[config.mk]
export PLATFORM = sky130hd
export DESIGN_NAME = gpio_edge_port
export DESIGN_NICKNAME = d
export VERILOG_FILES = /design/src/rtl/gpio_edge_pkg.sv /design/src/rtl/gpio_edge_sync.sv /design/src/rtl/gpio_edge_cell.sv /design/src/rtl/gpio_edge_port.sv
export SDC_FILE = /design/constraint.sdc
export NUM_CORES = 1
export LEC_CHECK = 0
export ABC_AREA = 1
export ABC_CLOCK_PERIOD_IN_PS = 1700
export BUFFER_PORTS_ARGS = -buffer_cell sky130_fd_sc_hd__clkbuf_2
export CORE_MARGIN = 5
export CORE_UTILIZATION = 51
export DETAILED_ROUTE_END_ITERATION = 7
export GPL_TIMING_DRIVEN = 0
export PLACE_DENSITY = 0.76
export SLEW_MARGIN = 25
export SYNTH_ARGS = -nofsm -noshare
export SYNTH_HDL_FRONTEND = slang
export SYNTH_SLANG_ARGS = --single-unit
[constraint.sdc]
create_clock -name clk -period 1.7 [get_ports clk]
set_clock_uncertainty 0.2 [all_clocks]
set_input_delay 0.51 -clock clk [delete_from_list [all_inputs] [get_ports clk]]
set_output_delay 0.51 -clock clk [all_outputs]
set_load 0.02 [all_outputs]
[src/rtl/gpio_edge_pkg.sv]
// Package: shared constants for the edge-interrupt GPIO port.
// Assumes a 3-bit register address space and a 4-bit per-pin mode.
package gpio_edge_pkg;
    localparam int ADDR_W = 3;
    localparam int MODE_W = 4;

    // Register select codes for the bus interface.
    typedef enum logic [ADDR_W-1:0] {
        REG_DATA = 3'd0,
        REG_DIR  = 3'd1,
        REG_ALT  = 3'd2,
        REG_CTL  = 3'd3,
        REG_PEND = 3'd4
    } reg_sel_e;

    // Mode values; mode = {ctl, alt, dir, data}.
    localparam logic [MODE_W-1:0] MODE_EDGE_FALL = 4'd6;
    localparam logic [MODE_W-1:0] MODE_EDGE_BOTH = 4'd9;
    localparam logic [MODE_W-1:0] MODE_INPUT     = 4'd2;
endpackage

[src/rtl/gpio_edge_sync.sv]
// Module: multi-stage synchroniser for a bus of asynchronous inputs.
// Assumes STAGES >= 2; each bit is synchronised independently.
module gpio_edge_sync #(
    parameter int W      = 8,
    parameter int STAGES = 2
) (
    input  logic         clk,
    input  logic         rst_n,
    input  logic [W-1:0] d,
    output logic [W-1:0] q
);
    logic [W-1:0] stage_q [STAGES];

    // Shift the input through the synchroniser chain.
    always_ff @(posedge clk) begin
        if (!rst_n) begin
            for (int s = 0; s < STAGES; s++) begin
                stage_q[s] <= '0;
            end
        end else begin
            stage_q[0] <= d;
            for (int s = 1; s < STAGES; s++) begin
                stage_q[s] <= stage_q[s-1];
            end
        end
    end

    assign q = stage_q[STAGES-1];
endmodule

[src/rtl/gpio_edge_cell.sv]
// Module: one GPIO pin: its four control bits, edge detector and
// pending flag. Assumes pin_s is already synchronised to clk.
// All decisions use only this pin's own bits, so pins never couple.
module gpio_edge_cell
    import gpio_edge_pkg::*;
(
    input  logic clk,
    input  logic rst_n,
    input  logic wr_bit,
    input  logic wr_dat,
    input  logic wr_dir,
    input  logic wr_alt,
    input  logic wr_ctl,
    input  logic pin_s,
    output logic dat_q,
    output logic dir_q,
    output logic alt_q,
    output logic ctl_q,
    output logic pend_q,
    output logic hit,
    output logic drv_oe
);
    logic [MODE_W-1:0] mode;
    logic edge_en;
    logic prev_q;
    logic rose;
    logic fell;
    logic ack;

    // Decode this pin's mode from its four control bits.
    always_comb begin
        mode    = {ctl_q, alt_q, dir_q, dat_q};
        edge_en = (mode == MODE_EDGE_FALL) || (mode == MODE_EDGE_BOTH);
        rose    = pin_s & ~prev_q;
        fell    = ~pin_s & prev_q;
        hit     = ((mode == MODE_EDGE_FALL) & fell) |
                  ((mode == MODE_EDGE_BOTH) & (fell | rose));
        ack     = wr_dat & wr_bit & edge_en;
        drv_oe  = ~ctl_q & ~alt_q & ~dir_q;
    end

    // Control bits; the data bit is locked while in an edge mode.
    always_ff @(posedge clk) begin
        if (!rst_n) begin
            dat_q <= MODE_INPUT[0];
            dir_q <= MODE_INPUT[1];
            alt_q <= MODE_INPUT[2];
            ctl_q <= MODE_INPUT[3];
        end else begin
            if (wr_dat && !edge_en) dat_q <= wr_bit;
            if (wr_dir) dir_q <= wr_bit;
            if (wr_alt) alt_q <= wr_bit;
            if (wr_ctl) ctl_q <= wr_bit;
        end
    end

    // Previous synchronised sample for edge comparison.
    always_ff @(posedge clk) begin
        if (!rst_n) prev_q <= 1'b0;
        else        prev_q <= pin_s;
    end

    // Pending flag: dropped outside edge modes, set wins over acknowledge.
    always_ff @(posedge clk) begin
        if (!rst_n)        pend_q <= 1'b0;
        else if (!edge_en) pend_q <= 1'b0;
        else if (hit)      pend_q <= 1'b1;
        else if (ack)      pend_q <= 1'b0;
    end
endmodule

[src/rtl/gpio_edge_port.sv]
// Module: top of the edge-interrupt GPIO port. Decodes register
// writes into per-pin strobes, instantiates one cell per pin, muxes
// reads and ORs the pending flags into irq. Assumes a single write
// per cycle and combinational reads.
module gpio_edge_port
    import gpio_edge_pkg::*;
#(
    parameter int NPINS       = 8,
    parameter int SYNC_STAGES = 2
) (
    input  logic              clk,
    input  logic              rst_n,
    input  logic              wr_en,
    input  logic [ADDR_W-1:0] wr_addr,
    input  logic [NPINS-1:0]  wr_data,
    input  logic [ADDR_W-1:0] rd_addr,
    output logic [NPINS-1:0]  rd_data,
    input  logic [NPINS-1:0]  pin_in,
    output logic [NPINS-1:0]  pin_out,
    output logic [NPINS-1:0]  pin_oe,
    output logic              irq
);
    logic [NPINS-1:0] pin_s;
    logic [NPINS-1:0] dr_q;
    logic [NPINS-1:0] ddr_q;
    logic [NPINS-1:0] alt_q;
    logic [NPINS-1:0] ctl_q;
    logic [NPINS-1:0] pend_q;
    logic [NPINS-1:0] hit_w;
    logic [NPINS-1:0] oe_w;
    logic wr_dat;
    logic wr_dir;
    logic wr_alt;
    logic wr_ctl;

    gpio_edge_sync #(.W(NPINS), .STAGES(SYNC_STAGES)) i_sync (
        .clk   (clk),
        .rst_n (rst_n),
        .d     (pin_in),
        .q     (pin_s)
    );

    // Turn a bus write into one strobe per control register.
    always_comb begin
        wr_dat = wr_en && (wr_addr == REG_DATA);
        wr_dir = wr_en && (wr_addr == REG_DIR);
        wr_alt = wr_en && (wr_addr == REG_ALT);
        wr_ctl = wr_en && (wr_addr == REG_CTL);
    end

    for (genvar i = 0; i < NPINS; i++) begin : g_pin
        gpio_edge_cell i_cell (
            .clk    (clk),
            .rst_n  (rst_n),
            .wr_bit (wr_data[i]),
            .wr_dat (wr_dat),
            .wr_dir (wr_dir),
            .wr_alt (wr_alt),
            .wr_ctl (wr_ctl),
            .pin_s  (pin_s[i]),
            .dat_q  (dr_q[i]),
            .dir_q  (ddr_q[i]),
            .alt_q  (alt_q[i]),
            .ctl_q  (ctl_q[i]),
            .pend_q (pend_q[i]),
            .hit    (hit_w[i]),
            .drv_oe (oe_w[i])
        );
    end

    // Select the register named by rd_addr.
    always_comb begin
        case (rd_addr)
            REG_DATA: rd_data = dr_q;
            REG_DIR:  rd_data = ddr_q;
            REG_ALT:  rd_data = alt_q;
            REG_CTL:  rd_data = ctl_q;
            REG_PEND: rd_data = pend_q;
            default:  rd_data = '0;
        endcase
    end

    assign pin_out = dr_q;
    assign pin_oe  = oe_w;
    assign irq     = |pend_q;
endmodule

[Yosys cells after proc, flatten, opt, wreduce, memory -nomap -nowiden]
Memories as Yosys holds them, arrays and structs flattened.
Index checks and enable logic that the tools add are counted.
Word-level totals
  flip-flop bits (word level): 48
  latch bits: 0
  RAM bits: 16
  ROM bits: 0
  bits of input ports: 25
  output and inout port bits: 25
  word-level logic and storage cells: 262
  memories: 1
Memory list
  i_sync.stage_q: depth 2, width 8, read ports 2, clocked after Yosys merged registers in 0, write ports 2, RTL line gpio_edge_sync.sv:12  | logic [W-1:0] stage_q [STAGES];
Cells by class
  $add $sub $neg: 0
  multiply operators: 0
  divide/modulo/power cells: 0
  order comparisons: 0
  eq/ne operators: 23
  shifts and indexed selects: 0
  mux-type cells: 21
  bitwise gates (word level): 122
  reduce and logical (&&, ||, !) cells: 47
Operators with widths (number)
  $and 1x1->1: 64
  $not 1->1: 40
  $pmux 8 s5: 1
  $eq 4x3->1 const B: 8
  $eq 4x4->1 const B: 8
  $mux 1: 18
  $or 1x1->1: 18
  $mux 8: 2
  $reduce_and 2->1: 8
  $reduce_bool 2->1: 8
  $eq 3x2->1 const B: 4
  $logic_and 1x1->1: 12
  $logic_not 1->1: 8
  $logic_or 1x1->1: 8
  $reduce_or 8->1: 1
  $eq 3x1->1 const B: 2
  $logic_not 3->1: 2
  $eq 3x3->1 const B: 1

[Longest topological paths before layout]
  depth after elaboration: 6
  depth in mapped cells: 8
  depth with buffers taken out: 8

[Modules after synthesis]
Synthesis repeated with hierarchy kept, for this count alone.
Unflattened totals
  cells, all modules: 499
  area total of the unflattened synthesis: 3468.3 um^2
Modules (own cells, without submodules)
  gpio_edge_cell: instances 8, cells each 42, area each 299.0 um^2, seq. area each 120.1 um^2
  gpio_edge_sync: instances 1, cells each 58, area each 544.3 um^2, seq. area each 320.3 um^2
  gpio_edge_port: instances 1, cells each 105, area each 531.8 um^2, seq. area each 0.0 um^2

[Worst setup path after synthesis]
No wires, ideal clock.
  path kind: input-to-output
  start: in rd_addr[2]
  end: out rd_data[0]
  arrival: 1289 ps
  data required time: 990 ps
  setup slack: -299 ps
  stages on the path: 4
  buffers on the path: 1
  cells stage by stage: buf_2 > nor3_2 > nand2_1 > nand4_1
On the way
  longest elaborated chain between the ends: 2
  elaborated cells on any way between the ends: 6
  those cells by class: eq/ne (4); mux (1); reduce/logical (1)
RTL lines
  from (decl): RTL line gpio_edge_port.sv:16  | input logic [ADDR_W-1:0] rd_addr,
  $eq 3x3->1 (tied with other cells): RTL line gpio_edge_port.sv:73  | case (rd_addr)
  $pmux 8 s5 *: RTL line gpio_edge_port.sv:73
  to (decl): RTL line gpio_edge_port.sv:17  | output logic [NPINS-1:0] rd_data,
Mark *: on every way between the ends. The rest lies on a longest branch, timed or not.

[Final worst setup path]
  start: in rd_addr[2]
  end: out rd_data[7]
Same word-level chain as after synthesis.

==> metrics.csv <==
stage;metric;value;unit
sta;fin_crit;2.14;ns
critical_path;cp_slowest_cell;a21oi_2;
clocking;cts_sinks;64;
global_routing;grt_overflow;0;
routing;vias_per_cell;5.20;
logic_synthesis;synth_nets;505;
critical_path;worstPathMaxFanout;6;
floorplanning;fp.dieArea;7930;um2
critical_path;crit_type;in -> out;
sta;rsz0062_at_grt;true;
placed_design;post-place-ws;-0.604;ns
sta;slew_violations;0;
sta;setup_viol;17;
sta;fmax;468;MHz
finish;final_common_cell;nand2_1;
floorplanning;core_area;5990;um2
clocking;cts_tree;yes;
routing;via_count;3255;
sta;whs;0.148;ns
logic_synthesis;syn-instance-count;472;
logic_synthesis;seq_area_frac_synth;40.2;%
sta;relSlewSlack;56.0;%
critical_path;cp.arrival;1.43;ns
finish;fin_util;72.5;%
global_routing;antenna_found_initial;0;
logic_synthesis;ys_ff_latch;64;
finish;area_growth_syn_to_layout;36.3;%
clocking;clock_path_buffers;2;
placed_design;io_buffers;48;
logic_synthesis;yosys_warnings;0;
floorplanning;num_rows;28;
finish;layout_common_cells;nand2_1, inv_1, nor2_1, o21ai_0, dfxtp_1;
critical_path;crit_chain;buf_8, buf_12, buf_12, nand3_4, o21ai_2, a21oi_2, nand3_2, buf_8;
routing;drc;0;
clocking;root_buffer;clkbuf_8;
critical_path;critPathMaxStageDelay;0.15;ns
routing;dr.pass1.iters;5;
outcome;violations;negative setup slack;
routing;ant_nets;0;
clocking;numCtsBuffers;9;
floorplanning;die_x;89.1;um
global_routing;grt_usage;24.2;%
routing;drt_iter0_drc;240;
logic_synthesis;avgSynthCellArea;6.75;um2
placed_design;finalWeightedCongestion;0.887;
floorplanning;io_pins;50;
clocking;clkLatencyLatePin;0.34;ns
finish;antenna_cells;0;
finish;drive_gt1_share;29.8;%
outcome;outcome;finished with violations;
power_and_ir_drop;leakagePower;0.00217;uW
global_routing;grt_first_pass_wirelength;14400;um
finish;nets;579;
clocking;htreeDepth;3;
power_and_ir_drop;power.density;749;nW/um2
logic_synthesis;yosysUniqueCellTypes;22;
sta;finalSetupTns;-4.03;ns
sta;fin_crit_sh;126;%
sta;worst_pin_slew;0.660;ns
finish;final_cell_count_no_fill;626;
critical_path;critPathRequiredTime;0.99;ns
min_path;hp-class;in -> reg;
floorplanning;die-height;89.1;um
logic_synthesis;syn-cell-area;3190;um2
placed_design;dpl.hpwl;5630;um
routing;wire_per_inst;15.0;um
finish;n_fill_cell;439;
placed_design;dp.cells;595;
routing;drt_wl_total;9370;um
global_routing;grt_max_degree;11;
sta;hold_violations;0;
critical_path;cp-start-kind;input port;
critical_path;end_kind;output port;
power_and_ir_drop;peakVddDrop;0.697;mV
flow_run;max-cap-violations;0;
clocking;path_clk_slew;0.07;ns
global_routing;grt_pass1_vias;3074;
sta;setup_slack;-0.435;ns
floorplanning;start_util;53.2;%
==> sequential cells by signal, summed over array words and instances, names as in the netlist <==
signal / cells
i_sync.stage_q: 16
g_pin.i_cell.alt_q: 8
g_pin.i_cell.ctl_q: 8
g_pin.i_cell.dat_q: 8
g_pin.i_cell.dir_q: 8
g_pin.i_cell.pend_q: 8
g_pin.i_cell.prev_q: 8
==> layer usage <==
metal  global-route usage (%)  vias up  wire, um
met2                     39.2      152      4510
li1                         -     1600         -
met3                     4.52       29       843
met1                     30.6     1474      3670
met4                     13.1        0       349
met5                        0        -         0
==> worst paths after layout <==
kind                                            start                     to  slack (ns)  depth (start not counted)
worst max-delay path                       rd_addr[2]             rd_data[7]       -0.44                          8
worst max register to register  g_pin[7].i_cell.dat_q  g_pin[7].i_cell.dat_q        0.21                         10
worst min-delay path                        pin_in[3]   i_sync.stage_q[0][3]        0.15                          3
worst min register to register   i_sync.stage_q[0][2]  i_sync.stage_q[0][10]        0.21                          2
==> cells by family after synthesis <==
group                      synth area share (%)
AOI/OAI and AO/OA                          11.2
adders and majority gates                  3.14
buffers and inverters                      16.1
DFF                                        40.2
and+or+nand+nor                            29.4
==> worst max-delay path: cells and delay by family <==
| kind | cells | cell delay, ns |
|---|---|---|
| buffers and inverters | 4 | 0.51 |
| AOI/OAI and AO/OA | 2 | 0.22 |
| and+or+nand+nor | 2 | 0.18 |
==> cell usage after synthesis <==
| library cell | number | share of area [%] |
|---|---|---|
| nor3_2 | 2 | 0.63 |
| o21ai_0 | 40 | 6.3 |
| nor3_4 | 1 | 0.51 |
| ha_1 | 8 | 3.1 |
| nand3_4 | 1 | 0.55 |
| nand2_1 | 121 | 14 |
| buf_4 | 16 | 3.8 |
| dfxtp_1 | 64 | 40 |
| nor2_1 | 56 | 6.6 |
| nor2_2 | 1 | 0.20 |
| nand4_1 | 7 | 1.4 |
| buf_2 | 2 | 0.31 |
| a21oi_1 | 17 | 2.7 |
| buf_6 | 3 | 1.1 |
| nor3_1 | 8 | 1.3 |
| clkbuf_1 | 6 | 0.71 |
| nand3_1 | 19 | 3.0 |
| o21bai_2 | 1 | 0.35 |
| nor4_1 | 2 | 0.39 |
| inv_1 | 87 | 10 |
| nand3_2 | 2 | 0.63 |
| o211ai_1 | 8 | 1.9 |
==> stage by stage <==
stage | total power, uW | cell area [um2]
finish | 3250 | 4340
floorplan | 1830 | 3220
CTS | 3220 | 4140
detailed placement | 1960 | 3560
global placement | 1950 | 3560
global route | 3390 | 4340
==> power by group <==
part	leakage, uW	internal, uW	switching, uW
sequential	0.000535	1540	48.1
combinational	0.00154	194	250
clock	0.0000927	648	574
==> final cells by class <==
class / instances / area, um2 / share of cell area [%]
multi-input combinational: 294 / 1580 / 36.3
inverter: 87 / 332 / 7.63
sequential: 64 / 1350 / 31.1
clock inverter: 2 / 12.5 / 0.288
tap: 75 / 93.8 / 2.16
timing repair buffer: 70 / 658 / 15.2
clock buffer: 14 / 173 / 3.98
buffer: 20 / 149 / 3.43
==> repair_timing <==
item	in CTS	in global routing
pin swaps	18	14
hold buffers	0	0
gates resized for setup	91	56
cloned	0	0
setup endpoints to repair	25	28
setup buffers	16	6
Power figures use the tool's default switching activity.
